## config.mk

```make
export PLATFORM = sky130hd
export DESIGN_NAME = circ_block_writer
export DESIGN_NICKNAME = d
export VERILOG_FILES = /design/src/rtl/cbw_pkg.sv /design/src/rtl/cbw_cursor.sv /design/src/rtl/cbw_tally.sv /design/src/rtl/circ_block_writer.sv
export SDC_FILE = /design/constraint.sdc
export NUM_CORES = 1
export LEC_CHECK = 0
export BUFFER_PORTS_ARGS = -buffer_cell sky130_fd_sc_hd__buf_2
export CORE_ASPECT_RATIO = 1.25
export CORE_MARGIN = 2
export CORE_UTILIZATION = 35
export DETAILED_ROUTE_END_ITERATION = 16
export SYNTH_ARGS = -nofsm -noshare
export SYNTH_HDL_FRONTEND = slang
export SYNTH_SLANG_ARGS = --single-unit
```

## constraint.sdc

```tcl
create_clock -name clk -period 6.79 [get_ports clk]
set_input_delay 0.679 -clock clk [delete_from_list [all_inputs] [get_ports clk]]
set_output_delay 0.679 -clock clk [all_outputs]
set_load 0.02 [all_outputs]
```

## src/rtl/cbw_pkg.sv

```systemverilog
package cbw_pkg;

   typedef enum logic [1:0] {
      CBW_IDLE = 2'd0,
      CBW_REC  = 2'd1,
      CBW_DONE = 2'd2
   } cbw_state_e;

   function automatic bit is_pow2(longint v);
      return (v > 0) && ((v & (v - 1)) == 0);
   endfunction

endpackage

```

## src/rtl/cbw_cursor.sv

```systemverilog
// Position inside the region: free bytes left in the block (debited per
// frame), word slot inside the frame, and the current block base.
module cbw_cursor
   import cbw_pkg::*;
#(
   parameter int ADDR_W       = 32,
   parameter int WORD_BYTES   = 4,
   parameter int FRAME_WORDS  = 8,
   parameter int BLOCK_BYTES  = 131072,
   parameter int REGION_BYTES = 1048576
) (
   input  logic              clk,
   input  logic              rst_n,
   input  logic              restart,
   input  logic              accept,
   input  logic              adv_base,
   output logic              blk_end,
   output logic              wrap_now,
   output logic [ADDR_W-1:0] wr_off
);
   localparam int FRAME_BYTES = FRAME_WORDS * WORD_BYTES;
   localparam int REM_W       = $clog2(BLOCK_BYTES + 1);
   localparam int WIF_W       = (FRAME_WORDS > 1) ? $clog2(FRAME_WORDS) : 1;
   localparam int BASE_W      = $clog2(REGION_BYTES + 1);

   logic [REM_W-1:0]  rem_q;
   logic [WIF_W-1:0]  wif_q;
   logic [BASE_W-1:0] base_q;
   logic [BASE_W-1:0] base_nx;
   logic              frame_last;
   logic              reached;

   assign frame_last = (wif_q == WIF_W'(FRAME_WORDS - 1));
   assign blk_end    = accept && frame_last && (rem_q == REM_W'(FRAME_BYTES));
   assign base_nx    = base_q + BASE_W'(BLOCK_BYTES);

   generate
      if (is_pow2(REGION_BYTES)) begin : g_wrap_bit
         assign reached = base_nx[BASE_W-1];
      end else begin : g_wrap_cmp
         assign reached = (base_nx == BASE_W'(REGION_BYTES));
      end
   endgenerate

   assign wrap_now = adv_base && reached;
   assign wr_off   = ADDR_W'(base_q) + ADDR_W'(BLOCK_BYTES) - ADDR_W'(rem_q)
                   + ADDR_W'(wif_q) * ADDR_W'(WORD_BYTES);

   always_ff @(posedge clk) begin
      if (!rst_n || restart) begin
         rem_q  <= REM_W'(BLOCK_BYTES);
         wif_q  <= '0;
         base_q <= '0;
      end else if (accept) begin
         if (frame_last) begin
            wif_q <= '0;
            if (rem_q == REM_W'(FRAME_BYTES)) rem_q <= REM_W'(BLOCK_BYTES);
            else                              rem_q <= rem_q - REM_W'(FRAME_BYTES);
         end else begin
            wif_q <= wif_q + WIF_W'(1);
         end
         if (adv_base) base_q <= reached ? '0 : base_nx;
      end
   end


   word_step_chk: assert property (@(posedge clk) disable iff (!rst_n)
      accept && !blk_end && !restart |=> wr_off == $past(wr_off) + ADDR_W'(WORD_BYTES));

   blk_rewind_chk: assert property (@(posedge clk) disable iff (!rst_n)
      blk_end && !adv_base && !restart |=> rem_q == REM_W'(BLOCK_BYTES) && wif_q == '0);

   base_range_chk: assert property (@(posedge clk) disable iff (!rst_n)
      base_q < BASE_W'(REGION_BYTES));

endmodule

```

## src/rtl/cbw_tally.sv

```systemverilog
// Blocks still to record and the idle / recording / done sequence.
module cbw_tally
   import cbw_pkg::*;
#(
   parameter int CNT_W = 16
) (
   input  logic             clk,
   input  logic             rst_n,
   input  logic             start,
   input  logic [CNT_W-1:0] count_in,
   input  logic             blk_end,
   output logic             recording,
   output logic             done,
   output logic             final_blk
);
   cbw_state_e       st_q;
   logic [CNT_W-1:0] left_q;

   assign recording = (st_q == CBW_REC);
   assign done      = (st_q == CBW_DONE);
   assign final_blk = (left_q == CNT_W'(1));

   always_ff @(posedge clk) begin
      if (!rst_n) begin
         st_q   <= CBW_IDLE;
         left_q <= '0;
      end else if (start) begin
         left_q <= count_in;
         st_q   <= (count_in == '0) ? CBW_DONE : CBW_REC;
      end else if (blk_end) begin
         left_q <= left_q - CNT_W'(1);
         if (final_blk) st_q <= CBW_DONE;
      end
   end


   zero_reject_chk: assert property (@(posedge clk) disable iff (!rst_n)
      start && count_in == '0 |=> done && !recording);

   done_hold_chk: assert property (@(posedge clk) disable iff (!rst_n)
      done && !start |=> done);

   left_live_chk: assert property (@(posedge clk) disable iff (!rst_n)
      recording |-> left_q != '0);

endmodule

```

## src/rtl/circ_block_writer.sv

```systemverilog
module circ_block_writer
   import cbw_pkg::*;
#(
   parameter int ADDR_W        = 32,
   parameter int DATA_W        = 32,
   parameter int CNT_W         = 16,
   parameter int FRAME_WORDS   = 8,
   parameter int BLOCK_BYTES   = 131072,
   parameter int REGION_BYTES  = 1048576,
   parameter int ENGINE_OFFSET = 'h2000
) (
   input  logic              clk,
   input  logic              rst_n,
   input  logic              start,
   input  logic [CNT_W-1:0]  blk_count,
   input  logic [ADDR_W-1:0] region_base,
   input  logic              smp_valid,
   input  logic [DATA_W-1:0] smp_data,
   output logic              mem_we,
   output logic [ADDR_W-1:0] mem_addr,
   output logic [DATA_W-1:0] mem_wdata,
   output logic              done,
   output logic              wrap_evt
);
   localparam int WORD_BYTES  = DATA_W / 8;
   localparam int FRAME_BYTES = FRAME_WORDS * WORD_BYTES;

   initial begin : prm_chk
      assert (DATA_W % 8 == 0 && DATA_W >= 8) else $error("DATA_W must be whole bytes");
      assert (FRAME_WORDS >= 1) else $error("FRAME_WORDS must be positive");
      assert (BLOCK_BYTES % FRAME_BYTES == 0 && BLOCK_BYTES >= FRAME_BYTES)
         else $error("BLOCK_BYTES must hold whole frames");
      assert (REGION_BYTES % BLOCK_BYTES == 0 && REGION_BYTES >= BLOCK_BYTES)
         else $error("REGION_BYTES must hold whole blocks");
   end

   logic              recording;
   logic              final_blk;
   logic              accept;
   logic              adv_base;
   logic              blk_end;
   logic              wrap_now;
   logic [ADDR_W-1:0] wr_off;
   logic [ADDR_W-1:0] start_addr_q;

   assign accept   = recording && smp_valid && !start;
   assign adv_base = blk_end && !final_blk;

   cbw_cursor #(
      .ADDR_W      (ADDR_W),
      .WORD_BYTES  (WORD_BYTES),
      .FRAME_WORDS (FRAME_WORDS),
      .BLOCK_BYTES (BLOCK_BYTES),
      .REGION_BYTES(REGION_BYTES)
   ) u_cursor (
      .clk     (clk),
      .rst_n   (rst_n),
      .restart (start),
      .accept  (accept),
      .adv_base(adv_base),
      .blk_end (blk_end),
      .wrap_now(wrap_now),
      .wr_off  (wr_off)
   );

   cbw_tally #(
      .CNT_W(CNT_W)
   ) u_tally (
      .clk      (clk),
      .rst_n    (rst_n),
      .start    (start),
      .count_in (blk_count),
      .blk_end  (blk_end),
      .recording(recording),
      .done     (done),
      .final_blk(final_blk)
   );

   always_ff @(posedge clk) begin
      if (!rst_n) begin
         start_addr_q <= '0;
         mem_we       <= 1'b0;
         mem_addr     <= '0;
         mem_wdata    <= '0;
         wrap_evt     <= 1'b0;
      end else begin
         if (start) start_addr_q <= region_base + ADDR_W'(ENGINE_OFFSET);
         mem_we   <= accept;
         wrap_evt <= wrap_now;
         if (accept) begin
            mem_addr  <= start_addr_q + wr_off;
            mem_wdata <= smp_data;
         end
      end
   end


   quiet_after_done_chk: assert property (@(posedge clk) disable iff (!rst_n)
      done |=> !mem_we);

   evt_pulse_chk: assert property (@(posedge clk) disable iff (!rst_n)
      wrap_evt |=> !wrap_evt);

   evt_with_write_chk: assert property (@(posedge clk) disable iff (!rst_n)
      wrap_evt |-> mem_we && !done);

   first_word_chk: assert property (@(posedge clk) disable iff (!rst_n)
      start |=> !mem_we);

endmodule

```

# Word-level counts from Yosys, hierarchy flattened
# Cells that the tools add are included.
[word_totals]
register_bits = 158
inputBits = 84
output_inout_bits = 67
elab_cells = 49
[op_classes]
add_sub_neg = 9
eq_ne = 5
muxes = 9
reduce_logical = 16
[ops]
columns = ["op", "n"]
rows = [
  ["$add A32 B14 Y32 const B", 1],
  ["$add A32 B32 Y32", 1],
  ["$add A32 B5 Y32", 1],
  ["$mux W16", 2],
  ["$sub A32 B18 Y32", 1],
  ["$add A21 B18 Y22 const B", 1],
  ["$add A21 B18 Y21 const B", 1],
  ["$mux W20", 1],
  ["$eq A18 B6 Y1 const B", 1],
  ["$mux W18", 1],
  ["$sub A18 B6 Y18 const B", 1],
  ["$eq A16 B1 Y1 const B", 1],
  ["$logic_not A16 Y1", 1],
  ["$sub A16 B1 Y16 const B", 1],
  ["$mux W2", 4],
  ["$logic_and A1 B1 Y1", 6],
  ["$reduce_and A2 Y1", 3],
  ["$reduce_bool A2 Y1", 2],
  ["$add A3 B1 Y3 const B", 1],
  ["$eq A3 B3 Y1 const B", 1],
  ["$logic_not A1 Y1", 3],
  ["$mux W3", 1],
  ["$eq A2 B1 Y1 const B", 1],
  ["$eq A2 B2 Y1 const B", 1],
  ["$logic_or A1 B1 Y1", 1],
]

# Logic depth before layout (Yosys ltp)
# Gate-level depths: netlist of the first run.
[depth]
ltp_word = 7
depth_mapped = 15
ltp_nobuf = 14

# By module
# Synthesis of the first run repeated with hierarchy kept, for this count alone.
[hier_totals]
hier_cells = 1076
hier_area_um2 = 8737.1
[by_module_without_submodules]
columns = ["module", "instances", "cells_each", "area_per_inst_um2", "seq_area_each_um2"]
rows = [
  ["circ_block_writer", 1, 659, 5576.6, 1961.9],
  ["cbw_cursor", 1, 300, 2200.9, 380.4],
  ["cbw_tally", 1, 117, 959.7, 360.3],
]

# Least setup slack after synthesis of the first run
# OpenSTA, ideal clock, no wires.
[synth_path]
kind = "flip-flop to flip-flop"
startpoint = "register u_cursor.base_q[17]"
endpoint = "register mem_addr[30]"
setup_ns = 0.138
arrival_ns = 3.153
t_required_ns = 6.652
setup_slack_ns = 3.499
path_stages_with_launch = 15
path_buffers = 0
period_less_slack_ns = 3.291
path_cell_list = "dfxtp_1 ha_1 xnor2_1 ha_1 inv_1 ha_1 ha_1 a21oi_1 o211ai_1 a221o_1 or3b_1 o21ai_2 nor3_1 nor3_1 a311oi_1"
[synth_between]
elab_chain_len = 4
[synth_lines]
columns = ["element", "line", "rtl"]
rows = [
  ["start, declared", "cbw_cursor.sv:28", "logic [BASE_W-1:0] base_q;"],
  ["start signal, assigned", "cbw_cursor.sv:62", "if (adv_base) base_q <= reached ? '0 : base_nx;"],
  ["$add A21 B18 Y22", "cbw_cursor.sv:46", "assign wr_off = ADDR_W'(base_q) + ADDR_W'(BLOCK_BYTES) - ADDR_W'(rem_q)"],
  ["$sub A32 B18 Y32", "cbw_cursor.sv:46", ""],
  ["$add A32 B5 Y32", "cbw_cursor.sv:47", "+ ADDR_W'(wif_q) * ADDR_W'(WORD_BYTES);"],
  ["$add A32 B32 Y32", "circ_block_writer.sv:91", "mem_addr <= start_addr_q + wr_off;"],
  ["end signal, assigned", "circ_block_writer.sv:91", ""],
  ["end, declared", "circ_block_writer.sv:20", "output logic [ADDR_W-1:0] mem_addr,"],
]
# Every way passes these cells.
# A chain may end at the register's enable or synchronous reset.

# Worst setup path in the final report of the first run
# Same ends and word-level chain as after synthesis.

==> flow_summary_export.csv, run 1 <==
group,metric,value,unit
min_path,hold_path_depth,2,
synthesis,muxShareOfSynthArea,0.02283,
run,cap_violations,0,
global_routing,grt_overflow,0,
drt,wl_per_cell,14.96,um
sta,whs,0.4484,ns
drt,vias,7139,
pwr,switching_share,0.3197,
cts,numCtsBuffers,17,
sta,min_period,3.698,ns
pwr,pwr_density_cell,240.5,nW/um^2
global_routing,grt_max_degree,68,
synthesis,ys_types,72,
worst_setup_path,crit_required,7.07,ns
finish,n_fill_cell,2291,
synthesis,yosys-top-cells-area,"dfxtp_1, ha_1, nand2_1",
synthesis,ys.flop_type,"dfxtp_1",
worst_setup_path,critPathKind,"reg2reg",
cts,cts_tree,"done",
sta,slew_headroom,0.3834,
synthesis,ys_ff_latch,135,
synthesis,synth_top_area_share,0.3425,
global_routing,antenna_found_initial,0,
worst_setup_path,critPathCaptureType,"register",
cts,cts.sinks,135,
floorplan,dieArea,23770,um^2
floorplan,core,22210,um^2
drt,wl,20720,um
sta,hold_viol,0,
floorplan,num_rows,61,
cts,clock_tree.buffer_depth,2,
finish,drive_above_1_share,0.1860,
synthesis,avgSynthCellArea,8.246,um^2
synthesis,async_reset_ff_frac,0,
synthesis,synthAdderAreaFrac,0.1379,
placed_design,routabilityCongestion,0.8966,
floorplan,io_pins,151,
cts,cts_resized,0,
outcome,outcome,"finished, final reports clean",
finish,num_antenna_cells,0,
synthesis,synthMostInstantiatedCell,"dfxtp_1",
pwr,clockPowerShare,0.403,
cts,path_clk_slew,0.07,ns
synthesis,synth_top_cell_by_area,"dfxtp_1",
cts,cts_root_buf,"clkbuf_16",
pwr,intPower,1548,uW
pwr,p_seq_frac,0.372,
worst_setup_path,ff2ff_path_depth,14,
worst_setup_path,critPathLaunchType,"register",
drt,ant_nets,0,
synthesis,synth-seq-area-share,0.3425,
sta,max_freq,270.4,MHz
drt,first_iter_violations,295,
cts,cts_setup_buffers,0,
floorplan,die_width,138.3,um
sta,slew_viol_final,0,
cts,ctsHoldBuffers,0,
pwr,p_leak,0.004043,uW
synthesis,yosys_warnings,0,
pwr,peakVddDrop,0.1900,mV
synthesis,synth_area,7891,um^2
synthesis,synth_nets,1125,
floorplan,start_util,0.3553,
finish,utilization,0.4260,
global_routing,grt_pass1_wl,33750,um
drt,vias_per_cell,5.155,
synthesis,syn-instance-count,957,
placed_design,io_buffers,150,
drt,drtPass1Iterations,5,
sta,setup_viol,0,
drt,drc,0,
synthesis,synthXorXnorAreaFrac,0.06326,
min_path,hold_path.class,"reg2reg",
synthesis,synth-compound-area-share,0.1846,
finish,finalNonFillerCells,1385,
worst_setup_path,worstPathArrival,3.98,ns
placed_design,dp_hpwl,15650,um
synthesis,synth_edf_count,0,
sta,clock-skew-final,0.008129,ns
finish,area.growth.synth_to_final,19.90,%
global_routing,first_global_vias,6927,
sta,tightest_slew,0.9249,ns
pwr,pwr-share-comb,0.225,
global_routing,track_usage,0.1749,
sta,period_share,0.5446,
finish,num-nets-final,1257,
synthesis,synth-simple-area-share,0.2006,
placed_design,dp_cells,1353,
worst_setup_path,cp_max_fo,5,
synthesis,synthTopCellsByCount,"dfxtp_1, nand2_1, a21oi_1",
sta,rsz0062_at_grt,"no",
floorplan,fp.dieH,171.9,um
cts,clock_latency,0.43,ns
synthesis,synth_top_family_by_area,"simple AND/OR/NAND/NOR gates",
sta,fin_setup_tns,0,ns
cts,cts_htree_levels,4,
pwr,switchingPower,727.6,uW
worst paths after layout:
kind	from	end	slack, ns
worst min-delay path	mem_addr[4]	mem_addr[4]	0.45
worst max-delay path	u_cursor.base_q[17]	mem_addr[30]	3.09
worst min register to register	mem_addr[4]	mem_addr[4]	0.45
worst max register to register	u_cursor.base_q[17]	mem_addr[30]	3.09
sequential cells by signal, summed over array words and instances, names as in the netlist:
register / flops
mem_we: 1
mem_addr: 32
wrap_evt: 1
u_cursor.wif_q: 3
u_cursor.base_q: 3
u_cursor.rem_q: 13
u_tally.left_q: 16
u_tally.st_q: 2
mem_wdata: 32
start_addr_q: 32
kinds of logic after synthesis:
kind of cell | after synthesis
buf+inv | 97
mux | 18
fa+ha+maj | 84
other cells | 2
simple gates | 332
compound gates | 232
flops | 135
xor+xnor | 57
cell usage in the layout (no fill, tap or decap), types with 5 or more instances in the layout:
cell	instances
mux2i_1	18
a21oi_1	98
a22oi_1	6
nor4_1	9
nor2b_1	5
and4_1	5
clkbuf_16	17
o211ai_1	5
nor2_1	85
a21o_1	13
a211oi_1	23
nand4_1	9
buf_2	150
inv_1	54
nand2_1	133
xor2_1	24
ha_1	79
xnor2_1	33
nor3_1	19
dfxtp_1	135
fa_1	5
o21ai_0	36
nand3_1	30
power groups by stage:
stage          Combinational, uW  Sequential, uW  Clock [uW]
4_1_cts                      515             848         942
3_3_place_gp                 512             865           0
3_5_place_dp                 511             865           0
6_report                     511             847         917
5_1_grt                      574             851         975
2_1_floorplan                354             875           0
routing by layer:
layer  track usage  part of all wire
met5             0                 0
met3       0.03240             0.040
met2        0.3166              0.49
met1        0.2020              0.44
met4       0.07764             0.030
area by class of cell:
type                       instances  area [um^2]  share of cell area
multi-input combinational        725         4830              0.5104
clock buffer                      17        425.4             0.04496
tap                              283        354.1             0.03742
timing repair buffer             154        780.7             0.08252
sequential                       135         2703              0.2856
inverter                          56        210.2             0.02222
clock inverter                    15        158.9             0.01679
stage by stage:
step	worst slack [ns]	cell area (um^2)	total power (uW)
2_1_floorplan	3.499	7891	1229
3_3_place_gp	3.110	8877	1377
3_5_place_dp	3.066	8877	1376
4_1_cts	3.096	9462	2305
5_1_grt	2.892	9462	2400
6_report	3.092	9462	2276
critical path, stage by stage, from the launching register on:
cell and delay, ns:
dfxtp_1 0.36, ha_1 0.25, xnor2_1 0.15, ha_1 0.29
inv_1 0.04, ha_1 0.30, ha_1 0.36, a21oi_1 0.34
o211ai_1 0.15, a221o_1 0.40, or3b_1 0.39, o21ai_2 0.17
nor3_1 0.10, nor3_1 0.18, a311oi_1 0.07
Power figures use the tool's default switching activity.
==> inputs of run 2 (changes only) <==
--- a/config.mk
+++ b/config.mk
@@ -5,6 +5,7 @@
 export SDC_FILE = /design/constraint.sdc
 export NUM_CORES = 1
 export LEC_CHECK = 0
+export ABC_AREA = 1
 export BUFFER_PORTS_ARGS = -buffer_cell sky130_fd_sc_hd__buf_2
 export CORE_ASPECT_RATIO = 1.25
 export CORE_MARGIN = 2
==> constraint.sdc (replaced) <==
create_clock -name clk -period 3.1 [get_ports clk]
set_input_delay 0.31 -clock clk [delete_from_list [all_inputs] [get_ports clk]]
set_output_delay 0.31 -clock clk [all_outputs]
set_load 0.02 [all_outputs]
==> flow_summary_export.csv, run 2 <==
group,metric,value,unit
outcome,outcome,"finished, final reports clean",
finish,utilization,0.4260,
global_routing,grt_overflow,0,
sta,tightest_slew,0.5968,ns
global_routing,grt_max_degree,55,
worst_setup_path,cp_slowest_cell,"ha_1",
synthesis,async_reset_ff_frac,0,
worst_setup_path,path_common_cell,"nand2_1",
floorplan,core,24580,um^2
sta,min_period,2.725,ns
worst_setup_path,crit_end,"mem_addr[28]",
worst_setup_path,critPathCaptureType,"register",
finish,finalNonFillerCells,1830,
synthesis,synth_edf_count,0,
cts,clock_tree.buffer_depth,2,
drt,drc,0,
cts,ctsHoldBuffers,0,
min_path,hold_path.class,"in2reg",
sta,clock-skew-final,0.01178,ns
synthesis,synth-seq-area-share,0.3065,
drt,vias_per_cell,4.642,
worst_setup_path,cp_max_fo,6,
global_routing,antenna_found_initial,0,
cts,path_clk_slew,0.07,ns
worst_setup_path,worstPathArrival,3.06,ns
finish,num-nets-final,1656,
synthesis,ys_types,47,
sta,fin_ws,0.3750,ns
drt,wl,23170,um
synthesis,ys_ff_latch,135,
synthesis,synthMostInstantiatedCell,"nand2_1",
worst_setup_path,critPathKind,"reg2reg",
finish,final_cell_mix,"nand2_1, inv_1, nor2_1",
drt,wl_per_cell,12.66,um
placed_design,dp_cells,1799,
synthesis,synth_nets,1510,
pwr,peakVddDrop,0.3867,mV
sta,period_share,0.8790,
worst_setup_path,path_buf_inv,3,
drt,first_iter_violations,453,
synthesis,yosys_warnings,0,
finish,final_cell_area,10470,um^2
pwr,p_leak,0.005593,uW
drt,ant_nets,0,
floorplan,die_width,146.0,um
placed_design,dp_slack,0.3703,ns
placed_design,dp_hpwl,18240,um
sta,fin_setup_tns,0,ns
sta,slew_headroom,0.6017,
cts,cts_tree,"done",
global_routing,grt_pass1_wl,37860,um
worst_setup_path,crit_cells,16,
global_routing,first_global_vias,7984,
cts,clock_latency,0.43,ns
worst_setup_path,crit_required,3.44,ns
run,cap_violations,0,
synthesis,yosys-top-cells-area,"dfxtp_1, nand2_1, ha_1",
synthesis,ys.flop_type,"dfxtp_1",
placed_design,routabilityCongestion,0.9034,
floorplan,fp.dieH,181.5,um
finish,num_antenna_cells,0,
cts,cts.sinks,135,
cts,cts_htree_levels,4,
placed_design,placed_area,9912,um^2
cts,cts_root_buf,"clkbuf_16",
finish,area.growth.synth_to_final,18.79,%
finish,drive_above_1_share,0.1480,
finish,largestRegisters,"mem_addr (32), mem_wdata (32), start_addr_q (32)",
synthesis,synth_area,8817,um^2
synthesis,synthTopCellsByCount,"nand2_1, inv_1, nor2_1",
finish,n_fill_cell,2691,
worst_setup_path,cp_top_family,"adder cells",
worst_setup_path,startpoint,"u_cursor.base_q[17]",
worst_setup_path,timing.rr.end,"mem_addr[28]",
cts,numCtsBuffers,17,
finish,layout_commonest_cell,"nand2_1",
synthesis,synth_top_cell_by_area,"dfxtp_1",
worst_setup_path,reg2reg_from,"u_cursor.base_q[17]",
floorplan,io_pins,151,
cts,cts_resized,0,
global_routing,track_usage,0.1752,
drt,vias,8495,
sta,max_freq,367.0,MHz
sta,rsz0062_at_grt,"no",
worst_setup_path,max_stage_delay,0.38,ns
drt,drtPass1Iterations,5,
cts,cts_setup_buffers,0,
synthesis,avgSynthCellArea,6.570,um^2
sta,slew_viol_final,0,
synthesis,syn-instance-count,1342,
worst_setup_path,ff2ff_setup_slack,0.38,ns
synthesis,synth_top_area_share,0.3065,
floorplan,dieArea,26490,um^2
floorplan,start_util,0.3587,
worst_setup_path,critPathLaunchType,"register",
worst_setup_path,ff2ff_path_depth,16,
floorplan,num_rows,64,
worst_setup_path,path_cells,"ha_1, xnor2_1, ha_1, inv_1, ha_1, ha_1, nand2_1, inv_1, a21oi_1, nand2_1, a21oi_1, nand2_1, nand2_1, nand3_1, nand2_1, inv_1",
placed_design,io_buffers,150,
sta,setup_viol,0,
sta,hold_viol,0,
pwr,pwr_density_cell,488.3,nW/um^2
run 2: cell types whose count changed after synthesis, moves of 18 or more:
cell | before | now
xnor2_1 | 33 | 9
o21ai_0 | 36 | 74
a21oi_1 | 98 | 61
nand2_1 | 133 | 317
a211oi_1 | 23 | 1
mux2i_1 | 18 | 0
nand3_1 | 30 | 71
nor2_1 | 85 | 213
inv_1 | 55 | 216
run 2: kinds of logic (layout without fill, tap and decap cells):
family | Yosys count | count (layout) | share of synthesized area
AOI/OAI and AO/OA | 174 | 174 | 0.1098
adders and majority gates | 84 | 84 | 0.1235
buffers and inverters | 252 | 410 | 0.1097
xor gates and xnor gates | 34 | 34 | 0.03377
DFF | 135 | 135 | 0.3065
and+or+nand+nor | 661 | 661 | 0.3159
other | 2 | 2 | 0.0008517
run 2: through the flow:
step,hold slack [ns],total power [uW]
3_5_place_dp,0.4560,3184
6_report,0.08791,5114
4_1_cts,0.07504,5183
2_1_floorplan,0.4227,2803
3_3_place_gp,0.4518,3172
5_1_grt,0.09460,5430
run 2: report_power, final:
part / switching [uW] / internal, uW / leakage (uW)
Sequential: 46.8 / 1810 / 0.00110
Combinational: 832 / 451 / 0.00421
Clock: 842 / 1130 / 0.000279
run 2: worst reg2reg max path, stage by stage (launching register included):
cell and delay, ns:
dfxtp_1 0.37, ha_1 0.23, xnor2_1 0.14, ha_1 0.28, inv_1 0.04, ha_1 0.28, ha_1 0.38, nand2_1 0.14
inv_1 0.07, a21oi_1 0.15, nand2_1 0.09, a21oi_1 0.16, nand2_1 0.07, nand2_1 0.06, nand3_1 0.06, nand2_1 0.08
inv_1 0.03
run 2: how the worst min path moves through the flow:
stage / from / endpoint / slack, ns / depth (start not counted)
after global placement: start_addr_q[0] / start_addr_q[0] / 0.45 / 1
after CTS: region_base[3] / start_addr_q[3] / 0.08 / 3
after detailed placement: start_addr_q[0] / start_addr_q[0] / 0.46 / 1
after global routing: region_base[11] / start_addr_q[11] / 0.09 / 2
final: region_base[3] / start_addr_q[3] / 0.09 / 3
after floorplan: region_base[1] / start_addr_q[1] / 0.42 / 2
run 2: layer usage:
layer  routed length [um]  global-route usage
met5                    0                   0
met4                  449             0.05686
met3                  809             0.03392
met2                12010              0.3257
met1                 9903              0.2001
run 2: layout make-up:
class	instances	area [um^2]	area share
Clock buffer	19	442.9	0.04229
Clock inverter	12	118.9	0.01135
Inverter	220	830.8	0.07932
Multi-Input combinational cell	955	5147	0.4915
Sequential cell	135	2703	0.2580
Tap cell	330	412.9	0.03942
Timing Repair Buffer	159	818.3	0.07813
==> inputs of run 3 (changes only) <==
--- a/config.mk
+++ b/config.mk
@@ -11,6 +11,7 @@
 export CORE_MARGIN = 2
 export CORE_UTILIZATION = 35
 export DETAILED_ROUTE_END_ITERATION = 16
+export PLACE_DENSITY_LB_ADDON = 0.05
 export SYNTH_ARGS = -nofsm -noshare
 export SYNTH_HDL_FRONTEND = slang
 export SYNTH_SLANG_ARGS = --single-unit
==> flow_summary_export.csv, run 3 (synthesized netlist as in run 2, its figures left out) <==
group,metric,value,unit
worst_setup_path,timing.rr.end,"mem_addr[25]",
worst_setup_path,worstPathArrival,3.14,ns
sta,rsz0062_at_grt,"no",
drt,vias_per_cell,4.637,
drt,ant_nets,0,
cts,cts.sinks,135,
finish,final_cell_area,10530,um^2
sta,slew_viol_final,0,
finish,final_cell_mix,"nand2_1, inv_1, nor2_1",
floorplan,core,24580,um^2
finish,num_antenna_cells,0,
floorplan,start_util,0.3587,
pwr,switchingPower,1813,uW
pwr,p_seq_frac,0.356,
worst_setup_path,ff2ff_setup_slack,0.29,ns
worst_setup_path,crit_required,3.43,ns
worst_setup_path,path_common_cell,"nand2_1",
worst_setup_path,path_cells,"ha_1, xnor2_2, ha_1, inv_1, ha_1, ha_2, nand2_1, nor2_1, nand2_1, nor2_1, nand2_1, nand4_1, nand3_1, nand2_1, inv_1",
cts,cts_htree_levels,4,
floorplan,fp.dieH,181.5,um
sta,min_period,2.809,ns
placed_design,dp_hpwl,19360,um
drt,wl_per_cell,13.51,um
floorplan,num_rows,64,
floorplan,dieArea,26490,um^2
outcome,outcome,"finished, final reports clean",
pwr,switching_share,0.3476,
min_path,hold_path.class,"in2reg",
global_routing,antenna_found_initial,0,
sta,fin_setup_tns,0,ns
global_routing,first_global_vias,8081,
cts,numCtsBuffers,17,
worst_setup_path,cp_slowest_cell,"ha_2",
worst_setup_path,path_buf_inv,2,
worst_setup_path,critPathLaunchType,"register",
sta,slew_headroom,0.5650,
cts,cts_root_buf,"clkbuf_16",
worst_setup_path,ff2ff_path_depth,15,
worst_setup_path,crit_cells,15,
sta,max_freq,356.0,MHz
placed_design,dp_cells,1802,
global_routing,grt_overflow,0,
finish,layout_commonest_cell,"nand2_1",
drt,drc,0,
cts,ctsHoldBuffers,0,
cts,path_clk_slew,0.07,ns
placed_design,placed_area,9937,um^2
drt,first_iter_violations,389,
sta,period_share,0.9062,
cts,clock_tree.buffer_depth,2,
worst_setup_path,reg2reg_from,"u_cursor.base_q[17]",
floorplan,io_pins,151,
worst_setup_path,cp_top_family,"adder cells",
cts,cts_tree,"done",
pwr,peakVddDrop,0.3828,mV
cts,clock_latency,0.43,ns
finish,num-nets-final,1659,
sta,tightest_slew,0.6457,ns
finish,drive_above_1_share,0.1529,
drt,wl_met2,12400,um
global_routing,grt_pass1_wl,40050,um
finish,area.growth.synth_to_final,19.44,%
drt,route.met3.wl,1158,um
placed_design,routabilityCongestion,0.9091,
sta,hold_viol,0,
pwr,clockPowerShare,0.394,
pwr,pwr_density_cell,495.2,nW/um^2
finish,finalNonFillerCells,1834,
worst_setup_path,critPathKind,"reg2reg",
worst_setup_path,max_stage_delay,0.39,ns
worst_setup_path,crit_end,"mem_addr[25]",
pwr,pwr-share-comb,0.251,
global_routing,track_usage,0.1872,
placed_design,io_buffers,150,
worst_setup_path,cp_max_fo,6,
drt,wl,24780,um
sta,whs,0.08763,ns
sta,setup_viol,0,
sta,clock-skew-final,0.006688,ns
drt,wl_met1,10920,um
run,cap_violations,0,
pwr,intPower,3402,uW
pwr,p_leak,0.005608,uW
drt,drtPass1Iterations,5,
global_routing,grt_max_degree,46,
drt,dr.max_layer_used,"met4",
floorplan,die_width,146.0,um
worst_setup_path,startpoint,"u_cursor.base_q[17]",
finish,n_fill_cell,2724,
worst_setup_path,critPathCaptureType,"register",
finish,largestRegisters,"mem_addr (32), mem_wdata (32), start_addr_q (32)",
drt,vias,8504,
run 3: cell types whose count changed in the layout (fill, tap and decap cells not counted):
cell	change
clkbuf_8	-1
clkinvlp_4	+3
clkinv_2	-2
nor2_1	-1
ha_1	-1
ha_2	+1
inv_8	+4
nor2_2	+1
xnor2_1	-1
clkbuf_1	-1
clkinv_4	-2
xnor2_2	+1
buf_4	+3
run 3: per-stage QoR:
| stage | total power [uW] | util | setup WS [ns] |
|---|---|---|---|
| floorplan | 2803 | - | 0.6175 |
| global placement | 3209 | 0.4042 | 0.3175 |
| detailed placement | 3212 | 0.4042 | 0.2725 |
| CTS | 5300 | 0.4280 | 0.2544 |
| global route | 5548 | 0.4284 | 0.04747 |
| finish | 5215 | 0.4284 | 0.2909 |
run 3: layout make-up:
| class | count | area (um^2) | share of cell area |
|---|---|---|---|
| Multi-Input combinational cell | 955 | 5160 | 0.4900 |
| Tap cell | 330 | 412.9 | 0.03921 |
| Clock buffer | 17 | 425.4 | 0.04039 |
| Sequential cell | 135 | 2703 | 0.2566 |
| Clock inverter | 15 | 158.9 | 0.01509 |
| Inverter | 220 | 830.8 | 0.07889 |
| Timing Repair Buffer | 162 | 840.8 | 0.07984 |
run 3: repair_timing:
| item | 4_1_cts | 5_1_grt |
|---|---|---|
| setup endpoints to repair | 0 | 4 |
| setup buffers | 0 | 0 |
| resized for setup | 0 | 2 |
run 3: per-layer routing:
metal,vias up,global-route usage
li1,4534,-
met5,-,0
met3,20,0.04422
met1,3791,0.2249
met2,159,0.3362
met4,0,0.04471
run 3: worst min-delay path by stage:
stage                          from              end  slack [ns]  depth (start not counted)
floorplan            region_base[1]  start_addr_q[1]        0.42                          2
global placement    start_addr_q[0]  start_addr_q[0]        0.45                          1
detailed placement  start_addr_q[0]  start_addr_q[0]        0.45                          1
CTS                  region_base[3]  start_addr_q[3]        0.07                          3
global route         region_base[5]  start_addr_q[5]        0.08                          2
finish               region_base[3]  start_addr_q[3]        0.09                          3
run 3: worst min-delay path, cell delays in order:
cell,delay (ns)
buf_2,0.08
nand2_1,0.04
o21ai_0,0.05
run 3: power groups by stage:
stage / clock, uW / combinational [uW] / sequential [uW]
5_1_grt: 2190 / 1490 / 1860
3_3_place_gp: 0 / 1320 / 1890
2_1_floorplan: 0 / 880 / 1920
3_5_place_dp: 0 / 1320 / 1890
6_report: 2050 / 1310 / 1850
4_1_cts: 2120 / 1330 / 1860
